**src/rtl/hbc_pkg.sv**
```systemverilog
package hbc_pkg;

    typedef enum logic [1:0] {
        LEG_OFF = 2'd0,
        LEG_HI  = 2'd1,
        LEG_LO  = 2'd2
    } leg_e;

    typedef enum logic [1:0] {
        PH_IDLE  = 2'd0,
        PH_DRIVE = 2'd1,
        PH_DECAY = 2'd2,
        PH_REST  = 2'd3
    } phase_e;

    localparam int NUM_LEGS = 2;
    localparam logic [1:0] SCALE_OFF = 2'b11;

endpackage

```
**src/rtl/hbc_sync.sv**
```systemverilog
module hbc_sync #(
    parameter int WIDTH = 2
) (
    input  logic             clk_i,
    input  logic             rst_ni,
    input  logic [WIDTH-1:0] async_i,
    output logic [WIDTH-1:0] sync_o
);
    typedef struct packed {
        logic [WIDTH-1:0] s1;
        logic [WIDTH-1:0] s2;
    } sync_t;

    sync_t st_d, st_q;

    always_comb begin
        st_d    = st_q;
        st_d.s1 = async_i;
        st_d.s2 = st_q.s1;
    end

    always_ff @(posedge clk_i or negedge rst_ni) begin
        if (!rst_ni) st_q <= '0;
        else         st_q <= st_d;
    end

    assign sync_o = st_q.s2;
endmodule

```
**src/rtl/hbc_period.sv**
```systemverilog
module hbc_period #(
    parameter int PERIOD_CYC = 2000
) (
    input  logic clk_i,
    input  logic rst_ni,
    output logic start_o
);
    localparam int CNT_W = (PERIOD_CYC > 1) ? $clog2(PERIOD_CYC) : 1;
    localparam logic [CNT_W-1:0] LAST = CNT_W'(PERIOD_CYC - 1);

    typedef struct packed {
        logic [CNT_W-1:0] cnt;
    } per_t;

    per_t st_d, st_q;

    always_comb begin
        st_d = st_q;
        if (st_q.cnt == LAST) st_d.cnt = '0;
        else                  st_d.cnt = st_q.cnt + 1'b1;
    end

    always_ff @(posedge clk_i or negedge rst_ni) begin
        if (!rst_ni) st_q <= '0;
        else         st_q <= st_d;
    end

    assign start_o = (st_q.cnt == '0);
endmodule

```
**src/rtl/hbc_leg_guard.sv**
```systemverilog
module hbc_leg_guard
    import hbc_pkg::*;
(
    input  logic clk_i,
    input  logic rst_ni,
    input  leg_e tgt_i,
    output logic hi_o,
    output logic lo_o
);
    typedef struct packed {
        leg_e leg;
    } guard_t;

    guard_t st_d, st_q;

    always_comb begin
        st_d = st_q;
        if (tgt_i != st_q.leg) begin
            if (st_q.leg == LEG_OFF) st_d.leg = tgt_i;
            else                     st_d.leg = LEG_OFF;
        end
    end

    always_ff @(posedge clk_i or negedge rst_ni) begin
        if (!rst_ni) st_q.leg <= LEG_OFF;
        else         st_q     <= st_d;
    end

    assign hi_o = (st_q.leg == LEG_HI);
    assign lo_o = (st_q.leg == LEG_LO);
endmodule

```
**src/rtl/hbridge_chop_ctrl.sv**
```systemverilog
module hbridge_chop_ctrl
    import hbc_pkg::*;
#(
    parameter int PERIOD_CYC = 2000,
    parameter int BLANK_CYC  = 188
) (
    input  logic       clk_i,
    input  logic       rst_ni,
    input  logic       dir_i,
    input  logic       en_i,
    input  logic [1:0] scale_i,
    input  logic       fast_decay_i,
    input  logic       trip_i,
    input  logic       zero_i,
    input  logic       fault_i,
    output logic       hs_a_o,
    output logic       ls_a_o,
    output logic       hs_b_o,
    output logic       ls_b_o,
    output logic [1:0] dac_sel_o
);
    localparam int BLK_W = $clog2(BLANK_CYC + 1) + 1;
    localparam logic [BLK_W-1:0] BLANK_END = BLK_W'(BLANK_CYC);

    typedef struct packed {
        phase_e           phase;
        logic [BLK_W-1:0] blank;
        logic [1:0]       dac;
    } ctl_t;

    ctl_t st_d, st_q;

    logic [1:0] sync_w;
    logic       trip_s, zero_s, start_w, active_w;
    leg_e       tgt_w [NUM_LEGS];
    logic       hi_w  [NUM_LEGS];
    logic       lo_w  [NUM_LEGS];

    hbc_sync #(.WIDTH(2)) sync_i (
        .clk_i   (clk_i),
        .rst_ni  (rst_ni),
        .async_i ({zero_i, trip_i}),
        .sync_o  (sync_w)
    );
    assign trip_s = sync_w[0];
    assign zero_s = sync_w[1];

    hbc_period #(.PERIOD_CYC(PERIOD_CYC)) period_i (
        .clk_i   (clk_i),
        .rst_ni  (rst_ni),
        .start_o (start_w)
    );

    assign active_w = en_i && (scale_i != SCALE_OFF) && !fault_i;

    always_comb begin
        st_d     = st_q;
        st_d.dac = scale_i;
        if (!active_w) begin
            st_d.phase = PH_IDLE;
            st_d.blank = '0;
        end else if (st_q.phase != PH_DRIVE &&
                     (st_q.phase == PH_IDLE || start_w)) begin
            st_d.phase = PH_DRIVE;
            st_d.blank = '0;
        end else begin
            unique case (st_q.phase)
                PH_DRIVE: begin
                    if (st_q.blank != BLANK_END) st_d.blank = st_q.blank + 1'b1;
                    else if (trip_s)             st_d.phase = PH_DECAY;
                end
                PH_DECAY: begin
                    if (fast_decay_i && zero_s) st_d.phase = PH_REST;
                end
                default: ;
            endcase
        end
    end

    always_ff @(posedge clk_i or negedge rst_ni) begin
        if (!rst_ni) begin
            st_q.phase <= PH_IDLE;
            st_q.blank <= '0;
            st_q.dac   <= '0;
        end else begin
            st_q <= st_d;
        end
    end

    always_comb begin
        tgt_w[0] = LEG_OFF;
        tgt_w[1] = LEG_OFF;
        if (!fault_i && scale_i != SCALE_OFF) begin
            unique case (st_q.phase)
                PH_IDLE: begin
                    if (!fast_decay_i) begin
                        tgt_w[0] = LEG_LO;
                        tgt_w[1] = LEG_LO;
                    end
                end
                PH_DRIVE: begin
                    tgt_w[0] = dir_i ? LEG_HI : LEG_LO;
                    tgt_w[1] = dir_i ? LEG_LO : LEG_HI;
                end
                PH_DECAY: begin
                    if (fast_decay_i) begin
                        tgt_w[0] = dir_i ? LEG_LO : LEG_HI;
                        tgt_w[1] = dir_i ? LEG_HI : LEG_LO;
                    end else begin
                        tgt_w[0] = LEG_LO;
                        tgt_w[1] = LEG_LO;
                    end
                end
                default: ;
            endcase
        end
    end

    for (genvar g = 0; g < NUM_LEGS; g++) begin : g_leg
        hbc_leg_guard guard_i (
            .clk_i  (clk_i),
            .rst_ni (rst_ni),
            .tgt_i  (tgt_w[g]),
            .hi_o   (hi_w[g]),
            .lo_o   (lo_w[g])
        );
    end

    assign hs_a_o    = hi_w[0];
    assign ls_a_o    = lo_w[0];
    assign hs_b_o    = hi_w[1];
    assign ls_b_o    = lo_w[1];
    assign dac_sel_o = st_q.dac;
endmodule

```
**config.mk**
```make
export PLATFORM = sky130hd
export DESIGN_NAME = hbridge_chop_ctrl
export DESIGN_NICKNAME = d
export VERILOG_FILES = /design/src/rtl/hbc_pkg.sv /design/src/rtl/hbc_sync.sv /design/src/rtl/hbc_period.sv /design/src/rtl/hbc_leg_guard.sv /design/src/rtl/hbridge_chop_ctrl.sv
export SDC_FILE = /design/constraint.sdc
export NUM_CORES = 1
export LEC_CHECK = 0
export BUFFER_PORTS_ARGS = -buffer_cell sky130_fd_sc_hd__clkbuf_2
export CORE_MARGIN = 5
export CORE_UTILIZATION = 52
export DETAILED_ROUTE_END_ITERATION = 16
export HOLD_SLACK_MARGIN = 0.05
export PLACE_DENSITY = 0.76
export SLEW_MARGIN = 20
export SYNTH_ARGS = -nofsm -noshare
export SYNTH_HDL_FRONTEND = slang
export SYNTH_SLANG_ARGS = --single-unit
```
**constraint.sdc**
```tcl
create_clock -name clk_i -period 1.85 [get_ports clk_i]
set_clock_uncertainty 0.05 [all_clocks]
set_input_delay 0.2775 -clock clk_i [delete_from_list [all_inputs] [get_ports clk_i]]
set_output_delay 0.2775 -clock clk_i [all_outputs]
set_load 0.02 [all_outputs]
```
==> results of run 1 <==
==> state kept, by name, indices dropped and copies added, names as in the netlist <==
name and cells:
period_i.st_q 11, dac_sel_o 2, sync_i.st_d 2, st_q 11, sync_i.sync_o 2, g_leg.guard_i.st_q 4
==> critical path: stages (launching register included) <==
cell	delay, ns
dfrtp_1	0.43
inv_1	0.07
ha_1	0.14
and4bb_4	0.27
a31oi_4	0.09
o31a_1	0.31
o311a_1	0.34
==> per-stage QoR <==
step	TNS [ns]	std cells	hold slack, ns	util, %
2_1_floorplan	0	163	-0.0681	-
6_report	0	244	0.118	66.1
4_1_cts	0	239	0.0949	64.6
3_3_place_gp	0	226	0.264	59.8
5_1_grt	-0.0542	244	0.0898	66.1
3_5_place_dp	0	226	0.271	59.8
==> per-layer routing <==
metal	track usage (%)	share of wire (%)
met1	21.2	45
met2	28.0	47
met3	6.41	6.0
met4	8.61	1.4
met5	0	0
==> how the worst max path moves through the flow <==
stage,to,slack [ns],cells past startpoint
global placement,st_q[11],0.1,6
floorplan,st_q[11],0.07,6
finish,st_q[11],0.05,6
detailed placement,st_q[11],0.05,6
CTS,st_q[11],0.02,6
global route,st_q[7],-0.05,6
==> cell usage in the layout, fill, tap and decap left out, drive strengths merged, types with 2 or more instances in the layout <==
master,count
nand3b,2
nor4b,2
nand2b,2
nand3,8
a21oi,9
a31oi,2
and3,6
or3,2
nor2,17
ha,8
dlygate4sd3,5
dfrtp,32
nand2,7
nor3,5
clkbuf,22
xnor2,9
xor2,4
o21ai,2
o31a,2
a21boi,4
nor2b,6
buf,12
nand4,6
inv,10
==> timing repair <==
action / CTS / global route
resized for setup: 0 / 4
hold buffers: 5 / 0
setup endpoints to repair: 0 / 12
setup buffers: 0 / 5
endpoints found under the hold margin: 36 / 0
==> power by group <==
| part | internal, uW | switching [uW] | total, uW |
|---|---|---|---|
| combinational | 46.6 | 56.7 | 103 |
| sequential | 711 | 8.59 | 719 |
| clock | 359 | 239 | 598 |
==> cell type report <==
type / count / area (sq um)
clock inverters: 1 / 30.0
clock buffers: 7 / 65.1
multi-input cells: 118 / 830
fillers: 256 / 1040
flip-flops and latches: 32 / 801
inverters: 10 / 37.5
well taps: 44 / 55.1
repair buffers: 32 / 215
==> cells by family after synthesis <==
family / share of synthesized area (%)
AND/OR/NAND/NOR: 22.5
flip-flops: 47.6
AO/OA/AOI/OAI: 13.0
XOR/XNOR: 6.77
buffers and inverters: 3.57
adder cells (fa/ha/maj): 5.95
multiplexers: 0.595
==> impl_metrics.toml, run 1 <==
[timing]
period_share_pct = 97.1
finalSetupViolations = 0
max_freq_ghz = 0.557
hold_viol = 0
min_period_ns = 1.80
timing_worst_slew_pin_value_ns = 0.401
slew_viol_final = 0
relSlewSlack_pct = 73.3
setup_slack_ns = 0.0541

[clock_network]
insertion_delay_ns = 0.34
cts-root-buf = "clkbuf_4"
clk_pin_slew_ns = 0.10
htreeDepth = 2
cts_buffer_depth = 2
cts_tree = "yes"
clkSinkCount = 32
cts_buffers = 5

[setup_path]
r2r_setup_slack_ns = 0.05
r2r_start = "st_q[3]"
worst-path-max-fanout = 4
crit_path_end_kind = "register"
crit_start = "st_q[3]"
crit_type = "reg -> reg"
rr_worst_depth = 6
crit_arrival_ns = 1.98
r2r_end = "st_q[11]"
worst_setup_path_start_kind = "register"
crit_required_ns = 2.03

[route]
first_iter_violations = 57
routed_wl_mm = 3.39
via_per_inst = 5.45
first_pass_iters = 4
drtAntennaViolNets = 0
wl_per_cell_microns = 13.9
vias = 1330
drcViolationCount = 0

[synth]
syn_avg_cell_area_sq_um = 10.3
post-synth-top-area-fraction_pct = 47.6
yosysTopAreaCell = "dfrtp_1"
synth_cell_types = 40
synth_cells = 163
netlist_area_sq_um = 1680
synth_ff_type = "dfrtp_1"
ys_top_cells_by_area = "dfrtp_1 (48%), ha_1 (6.0%), xnor2_1 (4.7%)"
synth-seq-area-share_pct = 47.6
synth_edf_count = 0
ys_ff_latch = 32
yosysMostFrequentCell = "dfrtp_1"
synth_fp_nets = 181
synthArstFlopShare_pct = 100
ys_top_cells_by_count = "dfrtp_1 (32), nor2_1 (17), inv_1 (10)"
yosysWarnings = 0

[floorplan]
coreArea_sq_um = 3080
initial_core_util_pct = 54.6
rows = 20
fp.dieArea_sq_um = 4470
die_y_microns = 66.9
io-pin-count = 16
fp.dieW_microns = 66.9

[layout]
layout-drive-gt1-share_pct = 22.5
syn_to_final_growth_pct = 20.9
final_nets = 217
diodes = 0
final_area_sq_um = 2030

[global_routing]
grt_max_degree = 33
grt_pass1_wl_mm = 5.85
overflow = 0
grt_pass1_vias = 1331
track_usage_pct = 17.7
antenna_found_initial = 0

[min_path]
hold_path_end = "st_q[11]"
min_path_cells = 2
hold_path_class = "in -> reg"
holdCritStartpoint = "en_i"

[outcome]
outcome = "completed"

[power]
irDropWorstVdd_mv = 0.444
finalPower_uw = 1420
power_per_cell_area_nw_per_um2 = 699
power_leakage_uw = 0.000944

[placed_design]
hpwl_mm = 2.29
placed_cell_area_sq_um = 1840
portBuffers = 15
dp_slack_ns = 0.0470
globalplace.congestion = 0.839

[run]
maxCapViolCount = 0
(Power assumes the default switching activity.)
==> run 2, diff against run 1 <==
Settings changed: ABC_AREA set to 1, CORE_UTILIZATION 52 to 53, PLACE_DENSITY 0.76 to 0.77.
==> run 2 against run 1 <==
  * Sequential cell count stayed put
  * Fmax is 8.3% higher
  * Critical path depth is 3 higher
  * Via count is 14% higher
  * Global-route usage is 1.1 points lower
  * Combinational power hardly changed
  * Sequential power hardly changed
  * Non-clock buffer count is 11 lower
  * Core utilization is 4.7 points lower
  * Die area is 4.5% higher
  * First-iteration DRC count is 16% higher
==> impl_metrics.toml, run 2 <==
[global_routing]
track_usage_pct = 16.6
grt_pass1_wl_mm = 5.73
antenna_found_initial = 0
overflow = 0
grt_max_degree = 33
grt_pass1_vias = 1415

[clock_network]
cts_buffers = 5
clkSinkCount = 32
htreeDepth = 2
cts_buffer_depth = 2
cts-root-buf = "clkbuf_4"
cts_tree = "yes"
clk_pin_slew_ns = 0.11
ctsResizeCount = 0
insertion_delay_ns = 0.33

[layout]
final_nets = 287
syn_to_final_growth_pct = 12.5
final_area_sq_um = 2030
layout-drive-gt1-share_pct = 15.2
diodes = 0
layout_commonest_cell = "nand2_1"
reg_top3 = "period_i.st_q x11, st_q x11, g_leg.guard_i.st_q x4"
layout_common_cells = "nand2_1 (56), inv_1 (43), nor2_1 (36)"

[floorplan]
fp.dieArea_sq_um = 4670
coreArea_sq_um = 3310
initial_core_util_pct = 54.5
die_y_microns = 68.4
rows = 21
fp.dieW_microns = 68.4
io-pin-count = 16

[placed_design]
portBuffers = 15
placed_cell_area_sq_um = 1920
globalplace.congestion = 0.795
hpwl_mm = 2.48
dp_slack_ns = 0.198

[synth]
syn_avg_cell_area_sq_um = 7.40
ys_ff_latch = 32
ys_top_cells_by_area = "dfrtp_1 (44%), nand2_1 (12%), inv_1 (8.9%)"
yosysWarnings = 0
synth_cell_types = 21
synth_fp_nets = 262
yosysMostFrequentCell = "nand2_1"
ys_top_cells_by_count = "nand2_1 (56), inv_1 (43), nor2_1 (36)"
synth_cells = 244
synthArstFlopShare_pct = 100
yosysTopAreaCell = "dfrtp_1"
post-synth-top-area-fraction_pct = 44.4
synth_edf_count = 0
synth-seq-area-share_pct = 44.4
netlist_area_sq_um = 1810
synth_ff_type = "dfrtp_1"

[route]
routed_wl_mm = 3.29
drcViolationCount = 0
vias = 1511
first_pass_iters = 4
wl_per_cell_microns = 10.4
drtAntennaViolNets = 0
via_per_inst = 4.78
first_iter_violations = 66

[setup_path]
crit_path_end_kind = "register"
worst_setup_path_start_kind = "register"
crit_type = "reg -> reg"
crit_arrival_ns = 1.85
worst-path-max-fanout = 6
crit_required_ns = 2.04

[timing]
min_period_ns = 1.66
max_freq_ghz = 0.603
whs_ns = 0.242
setup_tns_ns = 0
slew_viol_final = 0
hold_viol = 0
finalSetupViolations = 0
setup_slack_ns = 0.192
timing_worst_slew_pin_value_ns = 0.398
period_share_pct = 89.6
relSlewSlack_pct = 73.5
rsz0062_at_grt = "false"

[power]
switchingPower_uw = 310
irDropWorstVdd_mv = 0.347
power_per_cell_area_nw_per_um2 = 610
clockPowerShare_pct = 33.8
pwr-share-comb_pct = 8.3
p_seq_share_pct = 57.9
power_leakage_uw = 0.00107
internal_power_uw = 928
finalPower_uw = 1240
switching_share_pct = 25.1

[run]
maxCapViolCount = 0

[outcome]
outcome = "completed"

[min_path]
hold_path_class = "in -> reg"
-- run 2: worst paths after layout --
path                                      from                        to  slack (ns)  cells after the start
worst max register to register        st_q[12]                  st_q[11]        0.19                      9
min in group asynchronous               rst_ni  g_leg[1].guard_i.st_q[1]        0.43                      3
worst min-delay path                   fault_i  g_leg[0].guard_i.st_q[0]        0.24                      6
worst max-delay path                  st_q[12]                  st_q[11]        0.19                      9
max in group asynchronous               rst_ni                   st_q[3]        1.02                      3
worst min register to register  sync_i.st_d[1]          sync_i.sync_o[1]        0.29                      0
-- run 2: kinds of logic (layout without fill, tap and decap cells) --
group           after synthesis  count (layout)  share of synthesized area [%]
compound gates               19              19                           5.54
buf+inv                      48              74                           10.8
simple gates                137             137                           33.7
flops                        32              32                           44.4
fa+ha+maj                     8               8                           5.54
-- run 2: layer usage --
layer	vias to the layer above	global-route usage [%]	share of wire [%]
met5	-	0	0
met4	0	8.19	2.1
met2	19	28.9	49
met1	683	19.1	46
met3	8	3.61	3.3
li1	801	-	-
-- run 2: timing repair --
item	4_1_cts	5_1_grt
buffers inserted	0	0
hold buffers	5	0
endpoints found under the setup margin	0	0
hold endpoints to repair	36	0
-- run 2: per-stage QoR --
| step | std cells | util, % |
|---|---|---|
| after floorplan | 244 | - |
| after global placement | 303 | 58.0 |
| after detailed placement | 303 | 58.0 |
| after CTS | 316 | 61.3 |
| after global routing | 316 | 61.3 |
| final | 316 | 61.3 |
-- run 2: area by class of cell --
cell class / instances / area [sq um]
sequential: 32 / 801
inverter: 45 / 169
tap: 46 / 57.6
multi-input combinational: 164 / 810
fill: 330 / 1280
timing repair buffer: 21 / 133
clock inverter: 2 / 10.0
clock buffer: 6 / 51.3
-- run 2: worst max-delay path, stage by stage (launching register included) --
cell and delay (ns):
dfrtp_1 0.44, inv_1 0.12, ha_1 0.34, inv_1 0.07
o21ai_0 0.17, nor2_1 0.07, nand2_1 0.10, nand3_1 0.08
nand2_1 0.08, nand2_1 0.05
-- run 2: power groups by stage --
stage	clock network, uW	registers [uW]	logic [uW]
after CTS	431	717	105
after detailed placement	0	731	96.1
after floorplan	0	729	58.2
after global routing	458	719	117
final	418	717	103
after global placement	0	730	94.6
